$ cat config.mk
export PLATFORM = sky130hd
export DESIGN_NAME = cfg_cpl_status
export DESIGN_NICKNAME = d
export VERILOG_FILES = /design/src/rtl/cfg_cpl_pkg.sv /design/src/rtl/cfg_cpl_rst_sync.sv /design/src/rtl/cfg_cpl_classify.sv /design/src/rtl/cfg_cpl_shape.sv /design/src/rtl/cfg_cpl_outreg.sv /design/src/rtl/cfg_cpl_status.sv
export SDC_FILE = /design/constraint.sdc
export NUM_CORES = 1
export LEC_CHECK = 0
export CAP_MARGIN = 40
export CELL_PAD_IN_SITES_DETAIL_PLACEMENT = 0
export CELL_PAD_IN_SITES_GLOBAL_PLACEMENT = 2
export CORE_MARGIN = 4
export CORE_UTILIZATION = 23
export DETAILED_ROUTE_END_ITERATION = 16
export GPL_TIMING_DRIVEN = 0
export PLACE_DENSITY = 0.71
export SLEW_MARGIN = 30
export SYNTH_ARGS = -nofsm -noshare
export SYNTH_HDL_FRONTEND = slang
export SYNTH_HIERARCHICAL = 1
export SYNTH_SLANG_ARGS = --single-unit
export TNS_END_PERCENT = 1
$ cat constraint.sdc
create_clock -name clk -period 1.3 [get_ports clk]
set_input_delay 0.26 -clock clk [delete_from_list [all_inputs] [get_ports clk]]
set_output_delay 0.26 -clock clk [all_outputs]
set_load 0.01 [all_outputs]
$ cat src/rtl/cfg_cpl_pkg.sv
package cfg_cpl_pkg;
  typedef enum logic [1:0] {
    CLS_PASS       = 2'd0,
    CLS_SV_SYNTH   = 2'd1,
    CLS_RETRY_FAIL = 2'd2,
    CLS_ERR_FAIL   = 2'd3
  } cpl_class_e;
endpackage

$ cat src/rtl/cfg_cpl_rst_sync.sv
module cfg_cpl_rst_sync #(
  parameter int STAGES = 2
) (
  input  logic clk,
  input  logic rst_n,
  output logic rst_sync_n
);
  logic [STAGES-1:0] chain_q;

  always_ff @(posedge clk or negedge rst_n) begin
    if (!rst_n) chain_q <= '0;
    else        chain_q <= {chain_q[STAGES-2:0], 1'b1};
  end

  assign rst_sync_n = chain_q[STAGES-1];
endmodule

$ cat src/rtl/cfg_cpl_classify.sv
module cfg_cpl_classify
  import cfg_cpl_pkg::*;
#(
  parameter int STAT_W     = 3,
  parameter int OFS_W      = 12,
  parameter int OK_CODE    = 0,
  parameter int RETRY_CODE = 2
) (
  input  logic [STAT_W-1:0] status_i,
  input  logic [OFS_W-1:0]  offset_i,
  input  logic              sv_en_i,
  output cpl_class_e        class_o
);
  localparam logic [STAT_W-1:0] OK_V    = STAT_W'(OK_CODE);
  localparam logic [STAT_W-1:0] RETRY_V = STAT_W'(RETRY_CODE);

  logic is_ok, is_retry, at_vid;

  always_comb begin
    is_ok    = (status_i == OK_V);
    is_retry = (status_i == RETRY_V);
    at_vid   = (offset_i == '0);
    if (is_ok)                          class_o = CLS_PASS;
    else if (is_retry && sv_en_i && at_vid) class_o = CLS_SV_SYNTH;
    else if (is_retry)                  class_o = CLS_RETRY_FAIL;
    else                                class_o = CLS_ERR_FAIL;
  end
endmodule

$ cat src/rtl/cfg_cpl_shape.sv
module cfg_cpl_shape
  import cfg_cpl_pkg::*;
#(
  parameter int DATA_W  = 32,
  parameter int STAT_W  = 3,
  parameter int VID_W   = 16,
  parameter int OK_CODE = 0
) (
  input  cpl_class_e        class_i,
  input  logic [DATA_W-1:0] data_i,
  input  logic [STAT_W-1:0] status_i,
  output logic [DATA_W-1:0] data_o,
  output logic [STAT_W-1:0] status_o,
  output logic              err_o,
  output logic              retry_o
);
  localparam logic [STAT_W-1:0] OK_V = STAT_W'(OK_CODE);

  logic [DATA_W-1:0] synth_word;

  generate
    if (DATA_W > VID_W) begin : g_wide
      assign synth_word = {{(DATA_W-VID_W){1'b1}}, VID_W'(1)};
    end else begin : g_narrow
      assign synth_word = DATA_W'(1);
    end
  endgenerate

  always_comb begin
    data_o   = '1;
    status_o = status_i;
    err_o    = 1'b1;
    retry_o  = 1'b0;
    case (class_i)
      CLS_PASS: begin
        data_o = data_i;
        err_o  = 1'b0;
      end
      CLS_SV_SYNTH: begin
        data_o   = synth_word;
        status_o = OK_V;
        err_o    = 1'b0;
      end
      CLS_RETRY_FAIL: begin
        retry_o = 1'b1;
      end
      default: begin
        retry_o = 1'b0;
      end
    endcase
  end
endmodule

$ cat src/rtl/cfg_cpl_outreg.sv
module cfg_cpl_outreg #(
  parameter int DATA_W = 32,
  parameter int STAT_W = 3
) (
  input  logic              clk,
  input  logic              rst_n,
  input  logic              load_i,
  input  logic [DATA_W-1:0] data_i,
  input  logic [STAT_W-1:0] status_i,
  input  logic              err_i,
  input  logic              retry_i,
  output logic              valid_o,
  output logic [DATA_W-1:0] data_o,
  output logic [STAT_W-1:0] status_o,
  output logic              err_o,
  output logic              retry_o
);
  logic              valid_q, valid_d;
  logic [DATA_W-1:0] data_q, data_d;
  logic [STAT_W-1:0] stat_q, stat_d;
  logic              err_q, err_d;
  logic              retry_q, retry_d;

  always_comb begin
    valid_d = load_i;
    data_d  = data_q;
    stat_d  = stat_q;
    err_d   = 1'b0;
    retry_d = 1'b0;
    if (load_i) begin
      data_d  = data_i;
      stat_d  = status_i;
      err_d   = err_i;
      retry_d = retry_i;
    end
  end

  always_ff @(posedge clk or negedge rst_n) begin
    if (!rst_n) begin
      valid_q <= 1'b0;
      data_q  <= '0;
      stat_q  <= '0;
      err_q   <= 1'b0;
      retry_q <= 1'b0;
    end else begin
      valid_q <= valid_d;
      data_q  <= data_d;
      stat_q  <= stat_d;
      err_q   <= err_d;
      retry_q <= retry_d;
    end
  end

  assign valid_o  = valid_q;
  assign data_o   = data_q;
  assign status_o = stat_q;
  assign err_o    = err_q;
  assign retry_o  = retry_q;
endmodule

$ cat src/rtl/cfg_cpl_status.sv
module cfg_cpl_status
  import cfg_cpl_pkg::*;
#(
  parameter int DATA_W     = 32,
  parameter int STAT_W     = 3,
  parameter int OFS_W      = 12,
  parameter int VID_W      = 16,
  parameter int OK_CODE    = 0,
  parameter int RETRY_CODE = 2
) (
  input  logic              clk,
  input  logic              rst_n,
  input  logic              cpl_valid_i,
  input  logic [STAT_W-1:0] cpl_status_i,
  input  logic [DATA_W-1:0] cpl_data_i,
  input  logic [OFS_W-1:0]  req_offset_i,
  input  logic              sw_vis_en_i,
  output logic              rsp_valid_o,
  output logic [DATA_W-1:0] rsp_data_o,
  output logic [STAT_W-1:0] rsp_status_o,
  output logic              rsp_err_o,
  output logic              cs_ack_o,
  output logic              cs_retry_o
);
  localparam logic [STAT_W-1:0] OK_V    = STAT_W'(OK_CODE);
  localparam logic [STAT_W-1:0] RETRY_V = STAT_W'(RETRY_CODE);

  logic              rst_sync_n;
  cpl_class_e        cls;
  logic [DATA_W-1:0] shp_data;
  logic [STAT_W-1:0] shp_stat;
  logic              shp_err, shp_retry;

  cfg_cpl_rst_sync #(.STAGES(2)) u_rst (
    .clk(clk), .rst_n(rst_n), .rst_sync_n(rst_sync_n)
  );

  cfg_cpl_classify #(
    .STAT_W(STAT_W), .OFS_W(OFS_W), .OK_CODE(OK_CODE), .RETRY_CODE(RETRY_CODE)
  ) u_cls (
    .status_i(cpl_status_i), .offset_i(req_offset_i), .sv_en_i(sw_vis_en_i),
    .class_o(cls)
  );

  cfg_cpl_shape #(
    .DATA_W(DATA_W), .STAT_W(STAT_W), .VID_W(VID_W), .OK_CODE(OK_CODE)
  ) u_shp (
    .class_i(cls), .data_i(cpl_data_i), .status_i(cpl_status_i),
    .data_o(shp_data), .status_o(shp_stat), .err_o(shp_err), .retry_o(shp_retry)
  );

  cfg_cpl_outreg #(.DATA_W(DATA_W), .STAT_W(STAT_W)) u_out (
    .clk(clk), .rst_n(rst_sync_n), .load_i(cpl_valid_i),
    .data_i(shp_data), .status_i(shp_stat), .err_i(shp_err), .retry_i(shp_retry),
    .valid_o(rsp_valid_o), .data_o(rsp_data_o), .status_o(rsp_status_o),
    .err_o(rsp_err_o), .retry_o(cs_retry_o)
  );

  assign cs_ack_o = rsp_valid_o;

  // Checker support: becomes 1 one cycle after internal reset release
  logic chk_armed;
  always_ff @(posedge clk or negedge rst_sync_n) begin
    if (!rst_sync_n) chk_armed <= 1'b0;
    else             chk_armed <= 1'b1;
  end

  a_r1_quiet_in_reset: assert property (@(posedge clk)
    !rst_sync_n |=> (!rsp_valid_o || !rst_sync_n));

  a_r7_valid_tracks_input: assert property (@(posedge clk) disable iff (!rst_sync_n)
    chk_armed |-> (rsp_valid_o == $past(cpl_valid_i)));

  a_r7_retry_only_with_ack: assert property (@(posedge clk) disable iff (!rst_sync_n)
    cs_retry_o |-> (cs_ack_o && rsp_valid_o));

  a_r2_success_passes: assert property (@(posedge clk) disable iff (!rst_sync_n)
    (chk_armed && $past(cpl_valid_i && cpl_status_i == OK_V)) |->
      (rsp_data_o == $past(cpl_data_i) && !rsp_err_o && !cs_retry_o));

  a_r3_visible_synth: assert property (@(posedge clk) disable iff (!rst_sync_n)
    (chk_armed && $past(cpl_valid_i && cpl_status_i == RETRY_V && sw_vis_en_i
                        && req_offset_i == '0)) |->
      (!cs_retry_o && !rsp_err_o && rsp_data_o[VID_W-1:0] == VID_W'(1)));

  a_r8_visible_not_retry_code: assert property (@(posedge clk) disable iff (!rst_sync_n)
    (rsp_valid_o && !rsp_err_o) |-> (rsp_status_o != RETRY_V));

  a_r4_hidden_retry_fails: assert property (@(posedge clk) disable iff (!rst_sync_n)
    (chk_armed && $past(cpl_valid_i && cpl_status_i == RETRY_V && !sw_vis_en_i)) |->
      (cs_retry_o && rsp_err_o && rsp_data_o == '1));

  a_r5_nonzero_offset_fails: assert property (@(posedge clk) disable iff (!rst_sync_n)
    (chk_armed && $past(cpl_valid_i && cpl_status_i == RETRY_V && req_offset_i != '0)) |->
      (cs_retry_o && rsp_data_o == '1));

  a_r6_other_error: assert property (@(posedge clk) disable iff (!rst_sync_n)
    (chk_armed && $past(cpl_valid_i && cpl_status_i != OK_V && cpl_status_i != RETRY_V)) |->
      (!cs_retry_o && rsp_err_o && rsp_data_o == '1
       && rsp_status_o == $past(cpl_status_i)));
endmodule

======== Word level (Yosys, flattened, before mapping) ========
Cells that the tools add are included.
word-level totals
  register bits after elaboration ......... 40
  output and inout bits ................... 39
  word-level logic and storage cells ...... 24
operators by class
  equal/unequal tests ..................... 3
  mux-type cells .......................... 9
  reduce and logical (&&, ||, !) cells .... 6
operator list
  kind                                                              number
  32-bit one-hot mux with 2 select lines                            1
  12-bit logical NOT                                                1
  1-bit 2-to-1 mux                                                  5
  2-bit 2-to-1 mux                                                  2
  3-bit by 2-bit == test with 1-bit output (second input constant)  1
  3-bit logical NOT                                                 1
  3-bit 2-to-1 mux                                                  1
  2-bit by 1-bit == test with 1-bit output (second input constant)  1
  2-bit == test (second input constant)                             1
  1-bit logical AND                                                 2
  2-bit logical NOT                                                 1
  2-bit OR reduction                                                1

======== Longest topological paths before layout ========
Gate-level depths: netlist (run 1).
  depth after elaboration ................. 9
  depth in mapped cells ................... 8

======== Cells and area by module ========
Netlist (run 1), hierarchy kept.
by module, submodules not included
  module            times used  cells each  area an instance (um2)  sequential area each (um2)
  cfg_cpl_outreg    1           79          1,529.0                 950.9
  cfg_cpl_shape     1           45          301.5                   0.0
  cfg_cpl_classify  1           9           63.8                    0.0
  cfg_cpl_rst_sync  1           3           53.8                    50.0
  cfg_cpl_status    1           1           7.5                     0.0

======== Worst setup path after synthesis (run 1) ========
Ideal clock, no wire load.
  kind .................................... in2reg
  start point ............................. input port req_offset_i[1]
  end point ............................... register u_out.data_q[24], in the netlist u_out/data_o[24]
  setup time .............................. 0.125 ns
  data arrival time ....................... 1.760 ns
  slack ................................... -0.585 ns
  stages .................................. 6
  buffers on the path ..................... 1
  cells stage by stage .................... nor4b_2 -> nand4_1 -> a211o_1 -> buf_6 -> or3_1 -> mux2_4
between the ends
  word-level cells in the longest chain between the ends .. 6
ends and longest elaborated chain
  element                                                                        RTL line                source
  start, declared                                                                cfg_cpl_status.sv:16    input logic [OFS_W-1:0] req_offset_i,
  12-bit logical NOT *                                                           cfg_cpl_classify.sv:22  at_vid = (offset_i == '0);
  1-bit logical AND *                                                            cfg_cpl_classify.sv:24  else if (is_retry && sv_en_i && at_vid) class_o = CLS_SV_SYNTH;
  2-bit 2-to-1 mux *                                                             cfg_cpl_classify.sv:24
  2-bit 2-to-1 mux *                                                             cfg_cpl_classify.sv:23  if (is_ok) class_o = CLS_PASS;
  net cls[1]                                                                     cfg_cpl_status.sv:29    cpl_class_e cls;
  2-bit by 1-bit == test with 1-bit output or 2-bit logical NOT (tied branches)  cfg_cpl_shape.sv:34     case (class_i)
  32-bit one-hot mux with 2 select lines *                                       cfg_cpl_shape.sv:34
  net shp_data[24]                                                               cfg_cpl_status.sv:30    logic [DATA_W-1:0] shp_data;
  end signal, assigned                                                           cfg_cpl_outreg.sv:47    data_q <= data_d;
  end, declared                                                                  cfg_cpl_outreg.sv:19    logic [DATA_W-1:0] data_q, data_d;
Mark *: on every way through the listed nets, which the timed path passes. The rest lies on a longest branch.
A chain may end at the register's enable or synchronous reset.

======== Worst setup path after layout (run 1) ========
  start point ............................. input port req_offset_i[3]
  end point ............................... register u_out.data_q[24], in the netlist u_out/data_o[24]
The elaborated chain is that of the path after synthesis.

==> results of run 1 <==
==> flip-flops by register name (all words and copies together) (netlist names) <==
signal          cells
u_out/err_o         1
u_out/valid_o       1
u_rst/chain_q       2
u_out/data_o       32
u_out/retry_o       1
u_out/status_o      3
==> timing repair <==
| action | 4_1_cts | 5_1_grt |
|---|---|---|
| gates cloned | 0 | 0 |
| resized for setup | 79 | 6 |
| pin swaps | 11 | 5 |
| hold buffers | 0 | 0 |
| buffers inserted | 1 | 1 |
| setup endpoints to repair | 76 | 37 |
==> path summary, 6_finish.rpt <==
path                                           endpoint  slack [ns]  depth (start not counted)
max                        u_out/data_o[24]$_DFFE_PN0P_       -0.47                          7
max reg2reg                 u_out/data_o[2]$_DFFE_PN0P_        0.53                          1
min in group clk             u_rst/chain_q[1]$_DFF_PN0_        0.36                          0
max in group asynchronous  u_out/data_o[12]$_DFFE_PN0P_        0.68                          1
min reg2reg                u_out/data_o[24]$_DFFE_PN0P_        0.17                          0
min                          u_rst/chain_q[0]$_DFF_PN0_        0.12                          1
==> report_power, final <==
group / leakage, nW / switching (W) / internal (W)
sequential: 0.387 / 0.0000339 / 0.00130
clock: 0.0422 / 0.000441 / 0.000378
combinational: 0.788 / 0.000178 / 0.000305
==> kinds of logic after synthesis <==
logic type | Yosys count | share of synthesized area
compound gates | 17 | 0.0646
mux | 35 | 0.255
buf+inv | 14 | 0.0659
other cells | 1 | 0.00192
simple gates | 30 | 0.100
flops | 40 | 0.512
==> cells in the mapped netlist <==
library cell / instances / area (um2)
a211o_1: 1 / 8.76
a21o_1: 15 / 113
and2_1: 5 / 31.3
buf_12: 2 / 40.0
buf_2: 2 / 10.0
buf_4: 2 / 15.0
buf_6: 3 / 33.8
buf_8: 1 / 15.0
clkbuf_1: 2 / 7.51
conb_1: 1 / 3.75
dfrtp_1: 40 / 1000
inv_1: 1 / 3.75
inv_2: 1 / 3.75
mux2_2: 7 / 78.8
mux2_4: 28 / 420
nand2b_1: 1 / 6.26
nand4_1: 1 / 6.26
nor2_1: 2 / 7.51
nor2b_1: 1 / 6.26
nor3_1: 1 / 5.00
nor4_2: 1 / 12.5
nor4b_2: 1 / 15.0
o21ai_0: 1 / 5.00
or3_1: 17 / 106
==> stage by stage <==
step / utilization / std cells / total power [W] / hold slack, ns / setup TNS [ns]
finish: 0.372 / 342 / 0.00263 / 0.124 / -14.77
CTS: 0.369 / 341 / 0.00268 / 0.119 / -14.55
detailed placement: 0.365 / 332 / 0.00189 / 0.175 / -41.16
global route: 0.372 / 342 / 0.00277 / 0.113 / -17.05
floorplan: - / 137 / 0.00157 / -0.0356 / -15.51
global placement: 0.363 / 331 / 0.00188 / 0.335 / -58.94
==> worst max-delay path, cell delays in order <==
cell	delay (ns)
buf_6	0.09
nor4b_4	0.26
nand4_1	0.20
a211o_4	0.41
buf_6	0.15
or3_1	0.31
mux2_4	0.26
==> layout make-up <==
cell class / count / area, um2
Fill cell: 861 / 5180
Sequential cell: 40 / 1000
Timing Repair Buffer: 92 / 865
Multi-Input combinational cell: 83 / 860
Tap cell: 105 / 131
Buffer: 12 / 129
Clock buffer: 7 / 76.3
Inverter: 2 / 7.51
Clock inverter: 1 / 5.00
==> routing by layer <==
layer	wire [um]	part of all wire
met3	577	0.11
met2	2230	0.45
met4	36	0.0072
met5	0	0
met1	2170	0.43
==> metrics.txt, run 1 <==
die height=100 um; Port-buffer cells=89; antenna violations before repair=0; Synth cell types=24; most frequent cells in the layout=dlygate4sd2_1 (41), dfrtp_1 (39), clkdlybuf4s50_1 (37); origin of the critical flop-to-flop path=u_out/data_o[2]$_DFFE_PN0P_; clk sinks=40; Synth Register Bits=40; dpl ws=-1.23 ns; CTS tree=done; gr usage total=0.102; RSZ-0062 raised after global routing=true; clk root buf=clkbuf_8; antenna fix cells=0; worst path arrival time=approximately 1.9 ns; Post-Syn Instances=137; GR Layer Usage met3=0.0493; worst vdd ir=roughly 0.00029 V; num rows=33; critical path launch point type=primary input; DR WL/cell=about 15 um; Clock H-tree levels=2; largest net degree at the start of global routing=27; Power Density=between 800 and 900 nW/um2; Initial Util=0.237; first-pass GRT wire length=roughly 8200 um; Synth Cell Area=1960 um2; final WL=roughly 5000 um; later-pin clock latency in the skew report=approximately 0.29 ns; via density per instance=4.18; Worst setup startpoint=req_offset_i[3]; sequential area share after synthesis=0.512; core area=8260 um2; Clock Tree Buf Depth=2; final slew viol count=0; DRT iter0 DRCs=15; vias post-DR=roughly 1400; GPL Wtd Cong=0.659; Pleak=approximately 1.2 nW; Critical Path Fanout Max=7; fin nets=between 200 and 300; DRT antenna net count=0; Post-Place Cell Area=approximately 3000 um2; CP required=approximately 1.5 ns; DR pass1 iterations=3; synth warn=6; layout cells sized above 1=0.291; CP Capture Type=flip-flop; final worst slack=-0.468 ns; Die W=between 100 and 150 um; sum of net half-perimeters after detailed placement=between 3000 and 4000 um; clk_skew=approximately 0.0024 ns; IO Pins=90; die footprint=around 10000 um2; Layout Area Growth over Synthesis=57.3%; clock-pin slew on the worst setup and hold paths=0.08 ns; setup violators final=36; peak-usage layer in the global routing report=met2; met2 usage=0.160; vias in the first global route=1611; status=finished, violations left; Num CTS Buffers=5; most common cell after layout, fill and taps aside=dlygate4sd2_1; Synth Net Count=188; f_max=0.566 GHz; DR DRC count=0; Tmin final=about 1.8 ns; global routing met1 resource utilization=0.127; failing checks=setup timing; final hold viol count=0; Final Cycle Share=1.36; fin area=about 3100 um2; grt total ovfl=0; min-delay worst type=in2async; WS Path Type=in2reg; number of max-cap violations=0; Syn Area/Cell=~14 um2
(Power assumes the default switching activity.)
==> run 2: changes to the inputs <==
Settings changed: CTS_CLUSTER_SIZE set to 40.
==> results of run 2 <==
The final DEF is identical to that of run 1; final timing and power are the same.
